==> config.mk <==
export PLATFORM = sky130hd
export DESIGN_NAME = casc_timebase
export DESIGN_NICKNAME = d
export VERILOG_FILES = /design/src/rtl/casc_pkg.sv /design/src/rtl/casc_chan_ctl.sv /design/src/rtl/casc_low_chan.sv /design/src/rtl/casc_high_chan.sv /design/src/rtl/casc_timebase.sv
export SDC_FILE = /design/constraint.sdc
export NUM_CORES = 1
export LEC_CHECK = 0
export ABC_AREA = 1
export BUFFER_PORTS_ARGS = -buffer_cell sky130_fd_sc_hd__buf_2
export CAP_MARGIN = 25
export CORE_MARGIN = 2
export CORE_UTILIZATION = 56
export CTS_BUF_LIST = sky130_fd_sc_hd__clkbuf_8
export CTS_CLUSTER_SIZE = 30
export DETAILED_ROUTE_END_ITERATION = 7
export GPL_ROUTABILITY_DRIVEN = 1
export PLACE_DENSITY = 0.93
export SLEW_MARGIN = 20
export SYNTH_ARGS = -nofsm -noshare
export SYNTH_HDL_FRONTEND = slang
export SYNTH_SLANG_ARGS = --single-unit
==> constraint.sdc <==
create_clock -name clk -period 2.5 [get_ports clk]
set_input_delay 0.375 -clock clk [delete_from_list [all_inputs] [get_ports clk]]
set_output_delay 0.375 -clock clk [all_outputs]
set_load 0.01 [all_outputs]
==> src/rtl/casc_pkg.sv <==
// Shared constants for the cascaded timebase.
// Assumes: an interrupt mask of IRQ_W bits per channel, event bits at fixed positions.
package casc_pkg;
    localparam int IRQ_W   = 8;
    localparam int EV_WRAP = 0;  // counter wrapped to zero
    localparam int EV_CMPC = 1;  // low counter reached compare C
endpackage

==> src/rtl/casc_chan_ctl.sv <==
// Per-channel control: clock on/off status and interrupt mask/pulse.
// Assumes: commands are single-cycle strobes; events are combinational from the
// channel logic and refer to the count being loaded at this edge.
module casc_chan_ctl
    import casc_pkg::*;
(
    input  logic             clk,
    input  logic             rst_n,
    input  logic             en_cmd,
    input  logic             dis_cmd,
    input  logic             msk_set,
    input  logic             msk_clr,
    input  logic [IRQ_W-1:0] msk_data,
    input  logic [IRQ_W-1:0] events,
    output logic             clk_on,
    output logic             irq
);
    logic [IRQ_W-1:0] mask_q, mask_d;

    // Next mask: set bits first, clear bits override
    always_comb begin
        mask_d = mask_q;
        if (msk_set) mask_d = mask_d | msk_data;
        if (msk_clr) mask_d = mask_d & ~msk_data;
    end

    // Clock status, mask and interrupt pulse registers
    always_ff @(posedge clk) begin
        if (!rst_n) begin
            clk_on <= 1'b0;
            mask_q <= '0;
            irq    <= 1'b0;
        end else begin
            if (dis_cmd)     clk_on <= 1'b0;
            else if (en_cmd) clk_on <= 1'b1;
            mask_q <= mask_d;
            irq    <= |(events & mask_d);
        end
    end

    AST_OFF_WINS: assert property (@(posedge clk) disable iff (!rst_n) dis_cmd |=> !clk_on);
    AST_ON_TAKES: assert property (@(posedge clk) disable iff (!rst_n) (en_cmd && !dis_cmd) |=> clk_on);
    AST_MASK_ALL: assert property (@(posedge clk) disable iff (!rst_n) (msk_clr && (&msk_data)) |=> !irq);
endmodule

==> src/rtl/casc_low_chan.sv <==
// Low channel: free-running counter with a set/clear square wave.
// Assumes: dual mode wraps at LO_W bits; wide mode uses all LO_W+HI_W bits.
// The wave follows the next count, so it and its rising-edge flag line up
// with the edge on which the count changes.
module casc_low_chan
    import casc_pkg::*;
#(
    parameter int LO_W  = 16,
    parameter int HI_W  = 16,
    parameter int CMP_A = 0,
    parameter int CMP_C = 32768
) (
    input  logic                 clk,
    input  logic                 rst_n,
    input  logic                 sync,
    input  logic                 step,
    input  logic                 wide,
    output logic [LO_W+HI_W-1:0] cnt,
    output logic                 wave,
    output logic                 wave_rise,
    output logic [IRQ_W-1:0]     events
);
    localparam int W = LO_W + HI_W;
    localparam logic [LO_W-1:0] LVL_A = LO_W'(CMP_A);
    localparam logic [LO_W-1:0] LVL_C = LO_W'(CMP_C);
    localparam logic WAVE_RST = (CMP_A == 0);

    logic [W-1:0]    cnt_d;
    logic [LO_W-1:0] low_d;
    logic            wave_d;
    logic            adv;

    // Next count: sync clears, step increments at the mode's width
    always_comb begin
        cnt_d = cnt;
        if (sync)      cnt_d = '0;
        else if (step) cnt_d = wide ? cnt + W'(1)
                                    : {{HI_W{1'b0}}, cnt[LO_W-1:0] + LO_W'(1)};
        low_d = cnt_d[LO_W-1:0];
    end

    // Next wave level from the compare matches on the next count
    always_comb begin
        wave_d = wave;
        if (low_d == LVL_A)      wave_d = 1'b1;
        else if (low_d == LVL_C) wave_d = 1'b0;
    end

    // Event flags and cascade edge for the current edge
    always_comb begin
        adv = step & ~sync;
        events = '0;
        events[EV_WRAP] = adv & (wide ? (cnt_d == '0) : (low_d == '0));
        events[EV_CMPC] = adv & (low_d == LVL_C);
        wave_rise = wave_d & ~wave;
    end

    // Count and wave registers
    always_ff @(posedge clk) begin
        if (!rst_n) begin
            cnt  <= '0;
            wave <= WAVE_RST;
        end else begin
            cnt  <= cnt_d;
            wave <= wave_d;
        end
    end

    AST_LO_WRAP: assert property (@(posedge clk) disable iff (!rst_n)
        (!wide && step && !sync && (&cnt[LO_W-1:0])) |=> (cnt == '0));
    AST_WAVE_HI: assert property (@(posedge clk) disable iff (!rst_n)
        (cnt[LO_W-1:0] == LVL_A) |-> wave);
    AST_WAVE_LO: assert property (@(posedge clk) disable iff (!rst_n)
        (cnt[LO_W-1:0] == LVL_C) |-> !wave);
    AST_WIDE_INC: assert property (@(posedge clk) disable iff (!rst_n)
        (wide && step && !sync) |=> (cnt == $past(cnt) + W'(1)));
endmodule

==> src/rtl/casc_high_chan.sv <==
// High channel: free-running counter clocked by the low wave's rising edge
// or by the prescaled tick.
// Assumes: lo_rise is valid for the edge on which the low count changes.
module casc_high_chan
    import casc_pkg::*;
#(
    parameter int HI_W = 16
) (
    input  logic             clk,
    input  logic             rst_n,
    input  logic             sync,
    input  logic             run,
    input  logic             src_sel,
    input  logic             tick,
    input  logic             lo_rise,
    output logic [HI_W-1:0]  cnt,
    output logic [IRQ_W-1:0] events
);
    logic step;
    logic [HI_W-1:0] inc;

    // Source selection and event flags
    always_comb begin
        step = run & (src_sel ? lo_rise : tick);
        inc  = cnt + HI_W'(1);
        events = '0;
        events[EV_WRAP] = step & ~sync & (inc == '0);
    end

    // High count register
    always_ff @(posedge clk) begin
        if (!rst_n)    cnt <= '0;
        else if (sync) cnt <= '0;
        else if (step) cnt <= inc;
    end

    AST_HI_HOLD: assert property (@(posedge clk) disable iff (!rst_n)
        (!run && !sync) |=> $stable(cnt));
    AST_HI_TICK: assert property (@(posedge clk) disable iff (!rst_n)
        (run && !src_sel && tick && !sync) |=> (cnt == $past(cnt) + HI_W'(1)));
endmodule

==> src/rtl/casc_timebase.sv <==
// Cascaded timebase top: two channels joined into one wide free-running count.
// Assumes: single_mode and hi_src_sel are static while counting; a sync is
// issued after a mode change.
module casc_timebase
    import casc_pkg::*;
#(
    parameter int LO_W  = 16,
    parameter int HI_W  = 16,
    parameter int CMP_A = 0,
    parameter int CMP_C = 32768
) (
    input  logic                 clk,
    input  logic                 rst_n,
    input  logic                 tick,
    input  logic                 single_mode,
    input  logic                 hi_src_sel,
    input  logic [1:0]           clk_en_cmd,
    input  logic [1:0]           clk_dis_cmd,
    input  logic                 sync_cmd,
    input  logic [1:0]           irq_en_wr,
    input  logic [1:0]           irq_dis_wr,
    input  logic [IRQ_W-1:0]     irq_wdata,
    output logic [1:0]           clk_on,
    output logic                 lo_wave,
    output logic [1:0]           irq,
    output logic [LO_W-1:0]      lo_count,
    output logic [HI_W-1:0]      hi_count,
    output logic [LO_W+HI_W-1:0] count_all
);
    localparam int W = LO_W + HI_W;

    logic [W-1:0]     lo_cnt;
    logic             lo_rise;
    logic [IRQ_W-1:0] ev [2];

    // One control block per channel
    for (genvar ch = 0; ch < 2; ch++) begin : g_ctl
        casc_chan_ctl u_ctl (
            .clk      (clk),
            .rst_n    (rst_n),
            .en_cmd   (clk_en_cmd[ch]),
            .dis_cmd  (clk_dis_cmd[ch]),
            .msk_set  (irq_en_wr[ch]),
            .msk_clr  (irq_dis_wr[ch]),
            .msk_data (irq_wdata),
            .events   (ev[ch]),
            .clk_on   (clk_on[ch]),
            .irq      (irq[ch])
        );
    end

    casc_low_chan #(.LO_W(LO_W), .HI_W(HI_W), .CMP_A(CMP_A), .CMP_C(CMP_C)) u_low (
        .clk       (clk),
        .rst_n     (rst_n),
        .sync      (sync_cmd),
        .step      (tick & clk_on[0]),
        .wide      (single_mode),
        .cnt       (lo_cnt),
        .wave      (lo_wave),
        .wave_rise (lo_rise),
        .events    (ev[0])
    );

    casc_high_chan #(.HI_W(HI_W)) u_high (
        .clk     (clk),
        .rst_n   (rst_n),
        .sync    (sync_cmd),
        .run     (clk_on[1] & ~single_mode),
        .src_sel (hi_src_sel),
        .tick    (tick),
        .lo_rise (lo_rise),
        .cnt     (hi_count),
        .events  (ev[1])
    );

    // Output views of the counters
    always_comb begin
        lo_count  = lo_cnt[LO_W-1:0];
        count_all = single_mode ? lo_cnt : {hi_count, lo_cnt[LO_W-1:0]};
    end

    AST_SYNC_ZERO: assert property (@(posedge clk) disable iff (!rst_n)
        sync_cmd |=> (count_all == '0));
    AST_CASCADE_STEP: assert property (@(posedge clk) disable iff (!rst_n)
        (!single_mode && hi_src_sel && clk_on[1] && clk_on[0] && tick && !sync_cmd
         && (&lo_count)) |=> (hi_count == $past(hi_count) + HI_W'(1)));
endmodule

* Yosys cells after proc, flatten, opt, wreduce, memory -nomap -nowiden
Index checks and enable logic that the tools add are counted.
Storage, ports and cells: output and inout bits 69, flip-flop bits (word level) 69, word-level logic and storage cells 53, bits of input ports 22
Operators by class: add/subtract/negate cells 3, reduce and logical (&&, ||, !) cells 8, eq/ne operators 1, bitwise gates (word level) 20, muxes and demuxes 12
Operators by type and width (count):
- 2-to-1 mux 32 bit | 4
- adder 16 x 1 -> 16 bit (second input constant) | 2
- adder 32 x 1 -> 32 bit (second input constant) | 1
- zero test 16 bit | 2
- zero test 32 bit | 1
- 2-to-1 mux 8 bit | 4
- bitwise AND 8 bit | 2
- equality test 16 bit (second input constant) | 1
- bitwise OR 8 bit | 2
- OR reduction 8 bit | 2
- bitwise AND 1 bit | 9
- bitwise AND 1 x 8 -> 8 bit | 1
- bitwise AND 2 x 8 -> 8 bit | 1
- NOT 8 bit | 1
- OR reduction 2 bit | 3
- 2-to-1 mux 1 bit | 4
- NOT 1 bit | 4

* Longest topological paths before layout
Gate-level depths: netlist (run 1).
depth in word-level cells 14, mapped depth 17, gate-level depth less buffers 17

* Cells and area by module
Synthesis (run 1) repeated with hierarchy kept, for this count alone.
Unflattened totals: cell total of the unflattened synthesis 759, area total of the unflattened synthesis 4639.4 um^2
By module, submodules not included:
- casc_low_chan | cells an instance 355, seq. area each 660.6 um^2, times used 1, area an instance 2217.1 um^2
- casc_high_chan | cells an instance 176, seq. area each 320.3 um^2, times used 1, area an instance 1084.8 um^2
- casc_chan_ctl | cells an instance 78, seq. area each 200.2 um^2, times used 2, area an instance 479.2 um^2
- casc_timebase | cells an instance 72, seq. area each 0.0 um^2, times used 1, area an instance 379.1 um^2

* Worst setup path before layout (run 1)
Ideal clock, no wire load.
path type flip-flop to flip-flop, start register u_low.cnt[0], end register u_high.cnt[1], library setup time 115 ps, arrival 1945 ps, data required time 2385 ps, clock period less this slack 2060 ps, slack 440 ps, stages on the path, launching flop included 17, buffers on the path 1, cell sequence dfxtp_1 > ha_1 > nand2_2 > nor2_8 > nand2_4 > nor2_8 > nand2_2 > xor2_1 > nand2_1 > nand2_2 > nor2_4 > nand3_2 > nand2_4 > buf_6 > nand3b_1 > nand2_1 > nor2_1
On the way: cells in the longest elaborated chain, start to end 10, elaborated cells between the ends (all ways) 12, those cells by class add/sub: 2; eq/ne: 1; mux: 6; bitwise: 2; reduce/logical: 1
Ends and longest elaborated chain:
- start: declaration | RTL line casc_low_chan.sv:18 | output logic [LO_W+HI_W-1:0] cnt,
- start signal: assignment | RTL line casc_low_chan.sv:64 | cnt <= cnt_d;
- adder 32 x 1 -> 32 bit or adder 16 x 1 -> 16 bit (tied branches) | RTL line casc_low_chan.sv:37, casc_low_chan.sv:38
- 2-to-1 mux 32 bit | RTL line casc_low_chan.sv:37 | else if (step) cnt_d = wide ? cnt + W'(1)
- 2-to-1 mux 32 bit (*) | RTL line casc_low_chan.sv:37
- 2-to-1 mux 32 bit (*) | RTL line casc_low_chan.sv:36 | if (sync) cnt_d = '0;
- equality test 16 bit | RTL line casc_low_chan.sv:46 | else if (low_d == LVL_C) wave_d = 1'b0;
- 2-to-1 mux 1 bit | RTL line casc_low_chan.sv:46
- 2-to-1 mux 1 bit (*) | RTL line casc_low_chan.sv:45 | if (low_d == LVL_A) wave_d = 1'b1;
- bitwise AND 1 bit (*) | RTL line casc_low_chan.sv:55 | wave_rise = wave_d & ~wave;
- 2-to-1 mux 1 bit (*) | RTL line casc_high_chan.sv:24 | step = run & (src_sel ? lo_rise : tick);
- bitwise AND 1 bit (*) | RTL line casc_high_chan.sv:24
- end signal: assignment | RTL line casc_high_chan.sv:34 | else if (step) cnt <= inc;
- end: declaration | RTL line casc_high_chan.sv:16 | output logic [HI_W-1:0] cnt,
Every way passes the cells marked *; elsewhere a longest branch is shown, timed or not. A chain may end at the register's enable or synchronous reset.

* Worst setup path in the final report (run 1)
start register u_low.cnt[8], end register u_high.cnt[9]
The elaborated chain is that of the path after synthesis.

==> metrics.md, run 1 <==
| Metric | Value |
|---|---|
| Status | `complete, no violations` |
| H-tree Lvls | `2` |
| Core ar. | `around 6800 µm²` |
| Cell Pwr Density | `378.0 nW/µm²` |
| Nature of the critical path startpoint | `flop` |
| Register area share after synthesis | `28.88%` |
| Clock Skew | `0.008110 ns` |
| First-pass GRT wire length | `roughly 16 mm` |
| CP Class | `flop to flop` |
| Max-slew violation count | `0` |
| Via count | `approximately 4200` |
| VDD IR max | `0.0002778 V` |
| Clk slew on worst S/H paths | `0.11 ns` |
| Antenna Diode Count | `0` |
| Final Cell Area | `around 4300 µm²` |
| Hold buffer count at cts | `0` |
| RD Place Congestion | `between 0.9 and 1` |
| Layout cells sized above 1 | `20.92%` |
| Layout Nets | `~700` |
| Inserted Clock Buffers | `5` |
| Count of buffers inserted at the top-level ports | `84` |
| Worst min-delay path class | `input pin to flop` |
| Final hold vios | `0` |
| Initial DRC Count | `368` |
| Clock sinks | `56` |
| Worst Path Required | `between 2 and 3 ns` |
| Max-cap violations | `0` |
| Fmax | `423.4 MHz` |
| Slew headroom | `52.53%` |
| Top-Level Pins | `91` |
| Tot Pwr | `1.631 mW` |
| Post-route ant nets | `0` |
| WL/cell | `around 14 µm` |
| Die H | `~87 µm` |
| Worst slew pin tran | `0.7114 ns` |
| Initial antenna violation count | `0` |
| Setup ws final | `0.1381 ns` |
| Syn_nets | `643` |
| DR pass1 iterations | `5` |
| Aggregate routed wire length | `10.27 mm` |
| Clock Latency Late Sink | `~0.32 ns` |
| Unique masters post-synth | `29` |
| Crit path time final | `2.362 ns` |
| Cell area after placement | `approximately 4000 µm²` |
| Total GRT Usage | `25.41%` |
| Mapped cell area | `3882 µm²` |
| Mapped Cells | `618` |
| Yosys reg bits | `56` |
| Largest net degree at the start of global routing | `37` |
| Via density | `5.560` |
| CP Max Fanout | `10` |
| Area Overhead vs Synth | `11.15%` |
| Leak | `2.051 nW` |
| Period utilisation layout | `94.48%` |
| Critical Path End Type | `flop` |
| TritonCTS clock tree | `yes` |
| Setup WS pre-CTS | `0.07896 ns` |
| Final HPWL DP | `between 7 and 8 mm` |
| Total gr overflow | `0` |
| Root Buffer | `clkbuf_8` |
| Clk buf depth | `2` |
| Residual DRC | `0` |
| DIE AREA | `7615 µm²` |
| Initial Util | `57.46%` |
| Die X | `87.27 µm` |
| Final setup fails | `0` |
| Syn avg cell area | `approximately 6.3 µm²` |
| Critical Path AT | `2.59 ns` |
| Vias in the first global route | `3542` |
| Row count | `30` |
| Synth warn | `0` |
[per-stage QoR]
stage | util [%] | instances | hold WS [ns] | TNS [ns]
floorplan | - | 618 | 0.4518 | 0
global placement | 60.89 | 739 | 0.4643 | 0
detailed placement | 60.89 | 739 | 0.4720 | 0
CTS | 62.54 | 747 | 0.2131 | 0
global route | 63.87 | 754 | 0.2092 | -0.03974
finish | 63.87 | 754 | 0.2103 | 0
[synthesized netlist by cell type (all sizes together)]
master    n  area (µm²)
nor3     10       50.05
ha        3       37.54
nand3b    5       37.54
o21bai    7       52.55
nand2   153       619.3
a21oi    19       95.09
nand4    21       131.4
nor2    121       539.3
or2       1       6.260
buf      42       315.3
a21o      2       15.01
dfxtp    56        1121
nand3    73       370.4
inv      62       232.7
clkinv    1       3.750
xnor2     2       17.52
clkbuf    9       33.78
xor2     13       113.9
o21ai    18       90.09
[layout by cell type (no fill, tap or decap)]
master / synthesis / routed
a21o_1: 2 / 2
a21oi_1: 19 / 19
buf_2: 3 / 84
buf_4: 37 / 14
bufinv_16: 0 / 1
clkbuf_8: 0 / 5
clkinv_1: 1 / 1
dfxtp_1: 56 / 54
dfxtp_4: 0 / 2
ha_1: 3 / 2
ha_2: 0 / 1
inv_1: 56 / 57
inv_2: 6 / 6
inv_6: 0 / 1
nand2_1: 141 / 141
nand2_2: 9 / 9
nand2_4: 3 / 3
nand2_8: 0 / 1
nand3_1: 72 / 71
nand3_2: 1 / 1
nand3_4: 0 / 1
nand3b_1: 5 / 5
nand4_1: 21 / 21
nor2_1: 110 / 109
nor2_2: 3 / 4
nor2_4: 6 / 6
nor2_8: 2 / 2
nor3_1: 10 / 10
o21ai_0: 16 / 16
o21ai_1: 2 / 2
o21bai_1: 7 / 7
or2_1: 1 / 1
xnor2_1: 2 / 2
xor2_1: 13 / 13
[critical path: stages (launching register included)]
cell	delay (ns)
dfxtp_1	0.45
nand2_1	0.19
nor2_1	0.23
nand2_1	0.08
nor2_1	0.17
nand3_1	0.13
nand3_2	0.13
nand2_1	0.10
nor2_4	0.15
nand3_4	0.14
nand2_8	0.15
buf_4	0.13
nand3_1	0.08
nand2_1	0.09
nor2_1	0.04
[cell type report]
cell class              instances  area, µm²
inverters                      63      236.5
fillers                       598       2441
flip-flops and latches         56       1129
clock buffers                   5      68.82
well taps                      80      100.1
clock inverters                 3      42.54
multi-input cells             449       2213
repair buffers                 98      525.5
[state kept, by name, indices dropped and copies added, names as in the netlist]
| register | cells |
|---|---|
| u_low.wave | 1 |
| g_ctl.u_ctl.mask_q | 3 |
| g_ctl.u_ctl.clk_on | 2 |
| u_low.cnt | 32 |
| g_ctl.u_ctl.irq | 2 |
| u_high.cnt | 16 |
[metal layers]
metal | up-vias | wire [µm] | global-route usage [%]
met2 | 230 | 4883 | 42.49
met5 | - | 0 | 0
li1 | 2051 | - | -
met4 | 0 | 331 | 10.21
met3 | 37 | 845 | 3.886
met1 | 1874 | 4213 | 32.69
[power breakdown]
| part | switching [mW] | total [mW] | internal (mW) |
|---|---|---|---|
| logic | 0.0817 | 0.121 | 0.0389 |
| clock network | 0.310 | 0.610 | 0.299 |
| registers | 0.00480 | 0.901 | 0.896 |
| total | 0.397 | 1.63 | 1.23 |
[cell families after synthesis]
| kind of cell | synth area share, % |
|---|---|
| AO/OA/AOI/OAI | 6.510 |
| buffers and inverters | 15.08 |
| XOR/XNOR | 3.384 |
| adder cells (fa/ha/maj) | 0.9669 |
| flip-flops | 28.88 |
| AND/OR/NAND/NOR | 45.18 |
[final timing paths]
kind	start	to	slack, ns	depth (start not counted)
worst max register to register	u_low.cnt[8]	u_high.cnt[9]	0.14	14
worst max-delay path	u_low.cnt[8]	u_high.cnt[9]	0.14	14
worst min register to register	u_low.wave	u_low.wave	0.49	2
worst min-delay path	clk_dis_cmd[0]	g_ctl[0].u_ctl.clk_on	0.21	2
[timing repair]
action	in CTS	in global routing
buffers inserted	0	6
endpoints found under the setup margin	0	17
gates resized for setup	0	8
Note: power is estimated with default switching activity, not from simulation.
==> inputs of run 2 (changes only) <==
- PLACE_DENSITY: 0.93 -> 0.92
- SETUP_SLACK_MARGIN: not set -> 0.5
- SKIP_CTS_REPAIR_TIMING: not set -> 1
==> run 2 against run 1 <==
Clock power is 2% higher. Critical path type unchanged. Setup slack better by 0.12 ns. Clock skew is 0.0040 ns higher. Critical endpoint is now u_high.cnt[6]. Routed wire length is 8.2% higher. Worst hold slack worse by 0.013 ns. Power is 1.3% higher. Largest power group unchanged.
==> metrics.md, run 2 (synthesis gave the netlist of run 1 again) <==
| Metric | Value |
|---|---|
| Status | `complete, no violations` |
| Clock Latency Late Sink | `0.32 ns (about the same)` |
| Post-route ant nets | `0 (unchanged)` |
| Tot Pwr | `1.652 mW (+1.3%)` |
| Net Sw Power | `0.4201 mW (+5.8%)` |
| Total gr overflow | `0 (unchanged)` |
| Row count | `30 (unchanged)` |
| CP Max Fanout | `6 (-4)` |
| Flop2flop setup slack | `0.26 ns (+0.12 ns)` |
| Via count | `4358 (+4.0%)` |
| Clock Power Share | `37.7% (+0.3 points)` |
| Biggest register | `u_low.cnt` |
| Commonest non-fill, non-tap cell in the layout | `nand2_1` |
| Clk slew on worst S/H paths | `0.11 ns (about the same)` |
| Top-Level Pins | `91 (unchanged)` |
| Crit-path max cell delay | `0.39 ns (-0.06 ns)` |
| CP Class | `flop to flop` |
| Layout cells sized above 1 | `29.05% (+8.1 points)` |
| Placed cells | `739 (unchanged)` |
| Fmax | `446.3 MHz (+5.4%)` |
| Layout Nets | `709 (+1.6%)` |
| RD Place Congestion | `0.9467 (+1.6%)` |
| Aggregate routed wire length | `11.12 mm (+8.2%)` |
| Root Buffer | `clkbuf_8` |
| Internal | `1.232 mW (-0.19%)` |
| Final hold vios | `0 (unchanged)` |
| Crit-path cells | `ha_4, nand2_4, nor2_8, nand2_4, nor2_8, nand2_1, nand3_2, nand2_2, inv_2, nand2_2, nor2_4, nand3_4, buf_12, nand2_8, nand3b_1, nand2_1, nor2_1` |
| Count of buffers inserted at the top-level ports | `84 (unchanged)` |
| WP buf/inv | `2 (+1)` |
| Critical Path AT | `2.47 ns (-0.12 ns)` |
| Most frequent cells in the layout | `nand2_1 (136), nor2_1 (98), buf_2 (84), nand3_1 (62), inv_1 (57)` |
| Clk buf depth | `2 (unchanged)` |
| VDD IR max | `0.0001857 V (-33%)` |
| Largest registers | `u_low.cnt: 32 flops, u_high.cnt: 16 flops, g_ctl.u_ctl.mask_q: 3 flops` |
| RSZ-0062 raised after global routing | `true` |
| Clock sinks | `56 (unchanged)` |
| Worst Path Required | `2.73 ns (about the same)` |
| DR pass1 iterations | `6 (+1)` |
| Antenna Diode Count | `0 (unchanged)` |
| WL/cell | `14.53 µm (+6.6%)` |
| Final setup fails | `0 (unchanged)` |
| H-tree Lvls | `2 (unchanged)` |
| Cell area after placement | `4119 µm² (+0.12%)` |
| Residual DRC | `0 (unchanged)` |
| DIE AREA | `7615 µm² (unchanged)` |
| Switch share | `25.43% (+1.1 points)` |
| Logic pwr share | `8.1% (+0.7 points)` |
| Max-slew violation count | `0 (unchanged)` |
| Critical path's slowest cell | `dfxtp_4` |
| Cell Pwr Density | `354.1 nW/µm² (-6.3%)` |
| Sequential fraction of design power | `54.2% (-1.0 points)` |
| Critical Path End Type | `flop` |
| Final setup TNS | `0 ns (unchanged)` |
| Initial Util | `57.46% (unchanged)` |
| Largest net degree at the start of global routing | `37 (unchanged)` |
| Inserted Clock Buffers | `5 (unchanged)` |
| Vias in the first global route | `3651 (+3.1%)` |
| Via density | `5.697 (+2.5%)` |
| Final Cell Area | `4666 µm² (+8.1%)` |
| Core ar. | `6756 µm² (unchanged)` |
| Die H | `87.27 µm (unchanged)` |
| Largest register FFs | `32 (unchanged)` |
| Initial antenna violation count | `0 (unchanged)` |
| Clock Skew | `0.01211 ns (+0.004002 ns)` |
| Worst min-delay path class | `input pin to flop` |
| Total GRT Usage | `25.81% (+0.39 points)` |
| Final HPWL DP | `7.275 mm (-0.47%)` |
| Crit path time final | `2.240 ns (-0.1215 ns)` |
| Initial DRC Count | `425 (+15%)` |
| First-pass GRT wire length | `15.87 mm (+0.84%)` |
| Area Overhead vs Synth | `20.17%` |
| Period utilisation layout | `89.62% (-4.9 points)` |
| Nature of the critical path startpoint | `flop` |
| Die X | `87.27 µm (unchanged)` |
| Leak | `2.160 nW (+5.3%)` |
| TritonCTS clock tree | `yes` |
| Worst slew pin tran | `0.7605 ns (+0.04913 ns)` |
| Slew headroom | `49.25% (-3.3 points)` |
| Post-Layout Cell Count | `765 (+1.5%)` |
| Max-cap violations | `0 (unchanged)` |
| Largest delay contributor family on the critical path | `simple AND/OR/NAND/NOR gates` |
[run 2: changes by cell type in the layout (fill, tap and decap cells not counted), sizes merged]
cell	before	now
buf	98	107
nand2	154	156
[run 2: routing by layer]
layer  share of wire [%]  global-route usage [%]  up-vias
met5                   0                       0        -
met4                 4.5                   12.03        0
met3                 7.6                   4.076       58
met2                  47                   42.15      234
met1                  41                   33.27     1986
li1                    -                       -     2080
[run 2: worst register-to-register path, stage by stage, from the launching register on]
cell and delay (ns):
dfxtp_4 0.39, ha_4 0.16, nand2_4 0.07, nor2_8 0.15, nand2_4 0.10, nor2_8 0.14, nand2_1 0.07, nand3_2 0.09
nand2_2 0.07, inv_2 0.05, nand2_2 0.06, nor2_4 0.17, nand3_4 0.14, buf_12 0.18, nand2_8 0.09, nand3b_1 0.10
nand2_1 0.07, nor2_1 0.05
[run 2: stage by stage]
stage | hold slack [ns] | setup slack, ns | util, %
6_report | 0.1976 | 0.2596 | 69.06
5_1_grt | 0.1867 | 0.1353 | 69.06
4_1_cts | 0.2134 | 0.1181 | 62.61
3_5_place_dp | 0.5080 | 0.1406 | 60.96
3_3_place_gp | 0.4610 | 0.2263 | 60.96
2_1_floorplan | 0.4518 | 0.5010 | -
[run 2: final timing paths]
path                        from               endpoint  cells after the start
hold reg to reg       u_low.wave             u_low.wave                      2
setup / recovery    u_low.cnt[0]          u_high.cnt[6]                     17
setup reg to reg    u_low.cnt[0]          u_high.cnt[6]                     17
hold / removal    clk_dis_cmd[0]  g_ctl[0].u_ctl.clk_on                      2
[run 2: area by class of cell]
cell class	instances	area, µm²
Timing Repair Buffer	107	616.8
Multi-Input combinational cell	451	2440
Tap cell	80	100.1
Clock buffer	5	68.82
Sequential cell	56	1159
Inverter	63	239.0
Fill cell	510	2091
Clock inverter	3	42.54
[run 2: power groups by stage]
stage               clock, mW  sequential, mW  combinational (mW)
global route            0.662           0.897               0.144
CTS                     0.621           0.903               0.111
detailed placement          0           0.923               0.110
global placement            0           0.923               0.107
floorplan                   0           0.923              0.0751
finish                  0.622           0.896               0.134
==> inputs of run 3 (changes only) <==
- ABC_AREA: 1 -> not set
- HOLD_SLACK_MARGIN: not set -> 0.05
==> run 3 against run 2 <==
The run now ends with DRC, setup timing left. Synthesized cell count fell by 28%. Global-route usage rose by 3.7 points. Count of clock-buffer cells in the layout rose by 1. Core utilization rose by 4.8 points. Final area rose by 0.48%. Sequential power barely moved. Power fell by 8.7%. Die area fell by 4.7%. Register-to-register slack got worse by 0.71 ns. Routed wire length rose by 17%. Critical path type unchanged. Largest power group unchanged.
==> metrics.md, run 3 <==
| Metric | Value |
|---|---|
| Status | `finished with violations` |
| Vias in the first global route | `3685 (+0.93%)` |
| Antenna Diode Count | `0 (unchanged)` |
| Internal | `1.145 mW (-7.1%)` |
| Max-slew violation count | `0 (unchanged)` |
| Worst Path Required | `2.75 ns (+0.02 ns)` |
| Mapped Cells | `447 (-28%)` |
| Yosys top cell area share | `30.38% (+1.5 points)` |
| Crit path time final | `2.947 ns (+0.7063 ns)` |
| Via density | `6.580 (+16%)` |
| Initial antenna violation count | `0 (unchanged)` |
| Count of buffers inserted at the top-level ports | `84 (unchanged)` |
| Crit-path max cell delay | `0.59 ns (+0.20 ns)` |
| Synth warn | `0 (unchanged)` |
| Area Overhead vs Synth | `27.06%` |
| Clock Skew | `0.01297 ns (+0.0008616 ns)` |
| Slew headroom | `48.88% (-0.37 points)` |
| Clk buf depth | `2 (unchanged)` |
| Min Hold Slack | `0.1945 ns (-0.003064 ns)` |
| Core ar. | `6350 µm² (-6.0%)` |
| Row count | `29 (-3.3%)` |
| Post-Layout Cell Count | `634 (-17%)` |
| Layout fillers | `375 (-26%)` |
| Most frequent cells in the layout | `buf_2 (84), buf_4 (75), nor2_1 (51), dfxtp_1 (42), nand2_1 (32)` |
| Syn avg cell area | `8.255 µm² (+31%)` |
| Switch share | `24.09% (-1.3 points)` |
| Final hold vios | `0 (unchanged)` |
| Total GRT Usage | `29.47% (+3.7 points)` |
| Met2 Usage GRT | `48.37% (+6.2 points)` |
| Area leader, netlist | `dfxtp_1` |
| Die X | `85.17 µm (-2.4%)` |
| Critical Path AT | `3.20 ns (+0.73 ns)` |
| Biggest register | `u_low.cnt` |
| Yosys reg bits | `56 (unchanged)` |
| DR pass1 iterations | `8 (+2)` |
| GR peak layer | `met2` |
| Via count | `4172 (-4.3%)` |
| Layout Nets | `581 (-18%)` |
| Critical Path End Type | `flop` |
| Crit-path cells | `and3_2, nand3_1, o21ai_1, nand3_1, or4_4, and2_4, or4_4, a21oi_2` |
| Setup ws final | `-0.4467 ns (-0.7063 ns)` |
| Cell Pwr Density | `321.7 nW/µm² (-9.1%)` |
| Met3 GRT Util | `5.350% (+1.3 points)` |
| VDD IR max | `0.0002318 V (+25%)` |
| Cell area after placement | `4414 µm² (+7.2%)` |
| Period utilisation layout | `117.9% (+28 points)` |
| CP Class | `flop to flop` |
| Nature of the critical path startpoint | `flop` |
| Failing checks | `DRC, setup timing` |
| Clock Power Share | `35.3% (-2.4 points)` |
| Tot Pwr | `1.508 mW (-8.7%)` |
| CP startpoint | `u_low.cnt[8]` |
| Clk slew on worst S/H paths | `0.11 ns (about the same)` |
| Die H | `85.17 µm (-2.4%)` |
| Top-Level Pins | `91 (unchanged)` |
| Worst min-delay path class | `input pin to flop` |
| Final Cell Area | `4688 µm² (+0.48%)` |
| CP Max Fanout | `5 (-1)` |
| DIE AREA | `7254 µm² (-4.7%)` |
| Initial Util | `58.11% (+0.65 points)` |
| Register area share after synthesis | `30.38% (+1.5 points)` |
| H-tree Lvls | `2 (unchanged)` |
| Net Sw Power | `0.3634 mW (-13%)` |
| Aggregate routed wire length | `13.03 mm (+17%)` |
| Largest register FFs | `32 (unchanged)` |
| Final setup fails | `18 (+18)` |
| Unique masters post-synth | `65 (+120%)` |
| Final setup TNS | `-5.442 ns (-5.442 ns)` |
| Top post-synthesis cells by area | `dfxtp_1 (30%), buf_4 (7.7%), nor2_1 (5.4%)` |
| Hold Startpoint | `clk_dis_cmd[0]` |
| First-pass GRT wire length | `17.61 mm (+11%)` |
| Number of synthesized flops with an enable pin | `0 (unchanged)` |
| Leak | `2.001 nW (-7.3%)` |
| Clock Latency Late Sink | `0.32 ns (about the same)` |
| Sequential fraction of design power | `59.3% (+5.1 points)` |
| Total gr overflow | `0 (unchanged)` |
| Post-route ant nets | `0 (unchanged)` |
| Inserted Clock Buffers | `5 (unchanged)` |
| WL/cell | `20.54 µm (+41%)` |
| Syn_nets | `472 (-27%)` |
| Critical path's slowest cell | `or4_4` |
| Root Buffer | `clkbuf_8` |
| Fmax | `339.4 MHz (-24%)` |
| Top_reg_cell synth | `dfxtp_1` |
| Clock sinks | `56 (unchanged)` |
| Layout cells sized above 1 | `45.06% (+16 points)` |
| Worst slew pin tran | `0.7668 ns (+0.006326 ns)` |
| Initial DRC Count | `798 (+88%)` |
| Commonest non-fill, non-tap cell in the layout | `buf_2` |
| TritonCTS clock tree | `yes` |
| Logic pwr share | `5.4% (-2.7 points)` |
| Largest net degree at the start of global routing | `21 (-43%)` |
| RSZ-0062 raised after global routing | `true` |
| Placed cells | `621 (-16%)` |
| Top-count cell post-synth | `dfxtp_1` |
| Final HPWL DP | `7.687 mm (+5.7%)` |
| Synth top cells by count | `dfxtp_1 (56), nor2_1 (53), buf_4 (38)` |
| Largest registers | `u_low.cnt: 32 flops, u_high.cnt: 16 flops, g_ctl.u_ctl.mask_q: 3 flops` |
| Async SR Flop Fraction | `0% (unchanged)` |
| Met1 capacity usage during global routing | `37.19% (+3.9 points)` |
| Mapped cell area | `3690 µm² (-5.0%)` |
| R2r startpoint | `u_low.cnt[8]` |
| Residual DRC | `7 (+7)` |
| RD Place Congestion | `0.9551 (+0.89%)` |
| Max-cap violations | `0 (unchanged)` |
[run 3: cell count changes in the layout (fill, tap and decap cells not counted), sizes merged, moves of 17 or more]
cell | previous run | this run
inv | 64 | 6
xnor2 | 2 | 19
or3 | 0 | 21
nand3 | 73 | 22
nor2 | 121 | 53
buf | 107 | 160
nand2 | 156 | 33
[run 3: cell type report]
| cell class | count | area, µm² | share of cell area [%] |
|---|---|---|---|
| clock buffers | 6 | 82.58 | 1.761 |
| flip-flops and latches | 56 | 1151 | 24.55 |
| multi-input cells | 328 | 2333 | 49.77 |
| repair buffers | 160 | 994.7 | 21.22 |
| clock inverters | 2 | 11.26 | 0.2402 |
| inverters | 5 | 18.77 | 0.4003 |
| well taps | 77 | 96.34 | 2.055 |
[run 3: power by group through the flow]
stage	logic, mW	registers [mW]	clock network [mW]
2_1_floorplan	0.0534	0.917	0
3_3_place_gp	0.0733	0.918	0
3_5_place_dp	0.0759	0.919	0
4_1_cts	0.0764	0.898	0.527
5_1_grt	0.0873	0.896	0.568
6_report	0.0808	0.895	0.532
[run 3: cell families (layout without fill, tap and decap cells)]
| group | Yosys count | in the layout | synth area share [%] |
|---|---|---|---|
| AO/OA/AOI/OAI | 68 | 68 | 11.67 |
| XOR/XNOR | 38 | 38 | 9.020 |
| adder cells (fa/ha/maj) | 3 | 3 | 1.017 |
| buffers and inverters | 65 | 173 | 12.41 |
| flip-flops | 56 | 56 | 30.38 |
| multiplexers | 19 | 19 | 5.697 |
| AND/OR/NAND/NOR | 198 | 200 | 29.81 |
[run 3: per-stage QoR]
step | setup slack [ns] | util (%)
4_1_cts | -0.4369 | 71.00
5_1_grt | -0.7664 | 73.83
2_1_floorplan | -0.02792 | -
3_5_place_dp | -0.3655 | 69.52
3_3_place_gp | -0.1899 | 69.52
6_report | -0.4467 | 73.83
[run 3: final timing paths]
check | end | slack, ns | depth (start not counted)
max | u_high.cnt[8] | -0.45 | 8
min | g_ctl[0].u_ctl.clk_on | 0.19 | 2
max reg2reg | u_high.cnt[8] | -0.45 | 8
min reg2reg | g_ctl[1].u_ctl.clk_on | 0.54 | 2
[run 3: worst max-delay path, delay by kind of cell, from the launching register on]
kind / cells / cell delay, ns
flip-flops: 1 / 0.41
AO/OA/AOI/OAI: 2 / 0.54
AND/OR/NAND/NOR: 6 / 1.94
[run 3: routing by layer]
layer,routed length [µm],vias to the layer above,part of all wire (%)
met5,0,-,0
met1,4728,1856,36
met3,1483,123,11
met4,1009,0,7.7
met2,5804,420,45
li1,-,1773,-
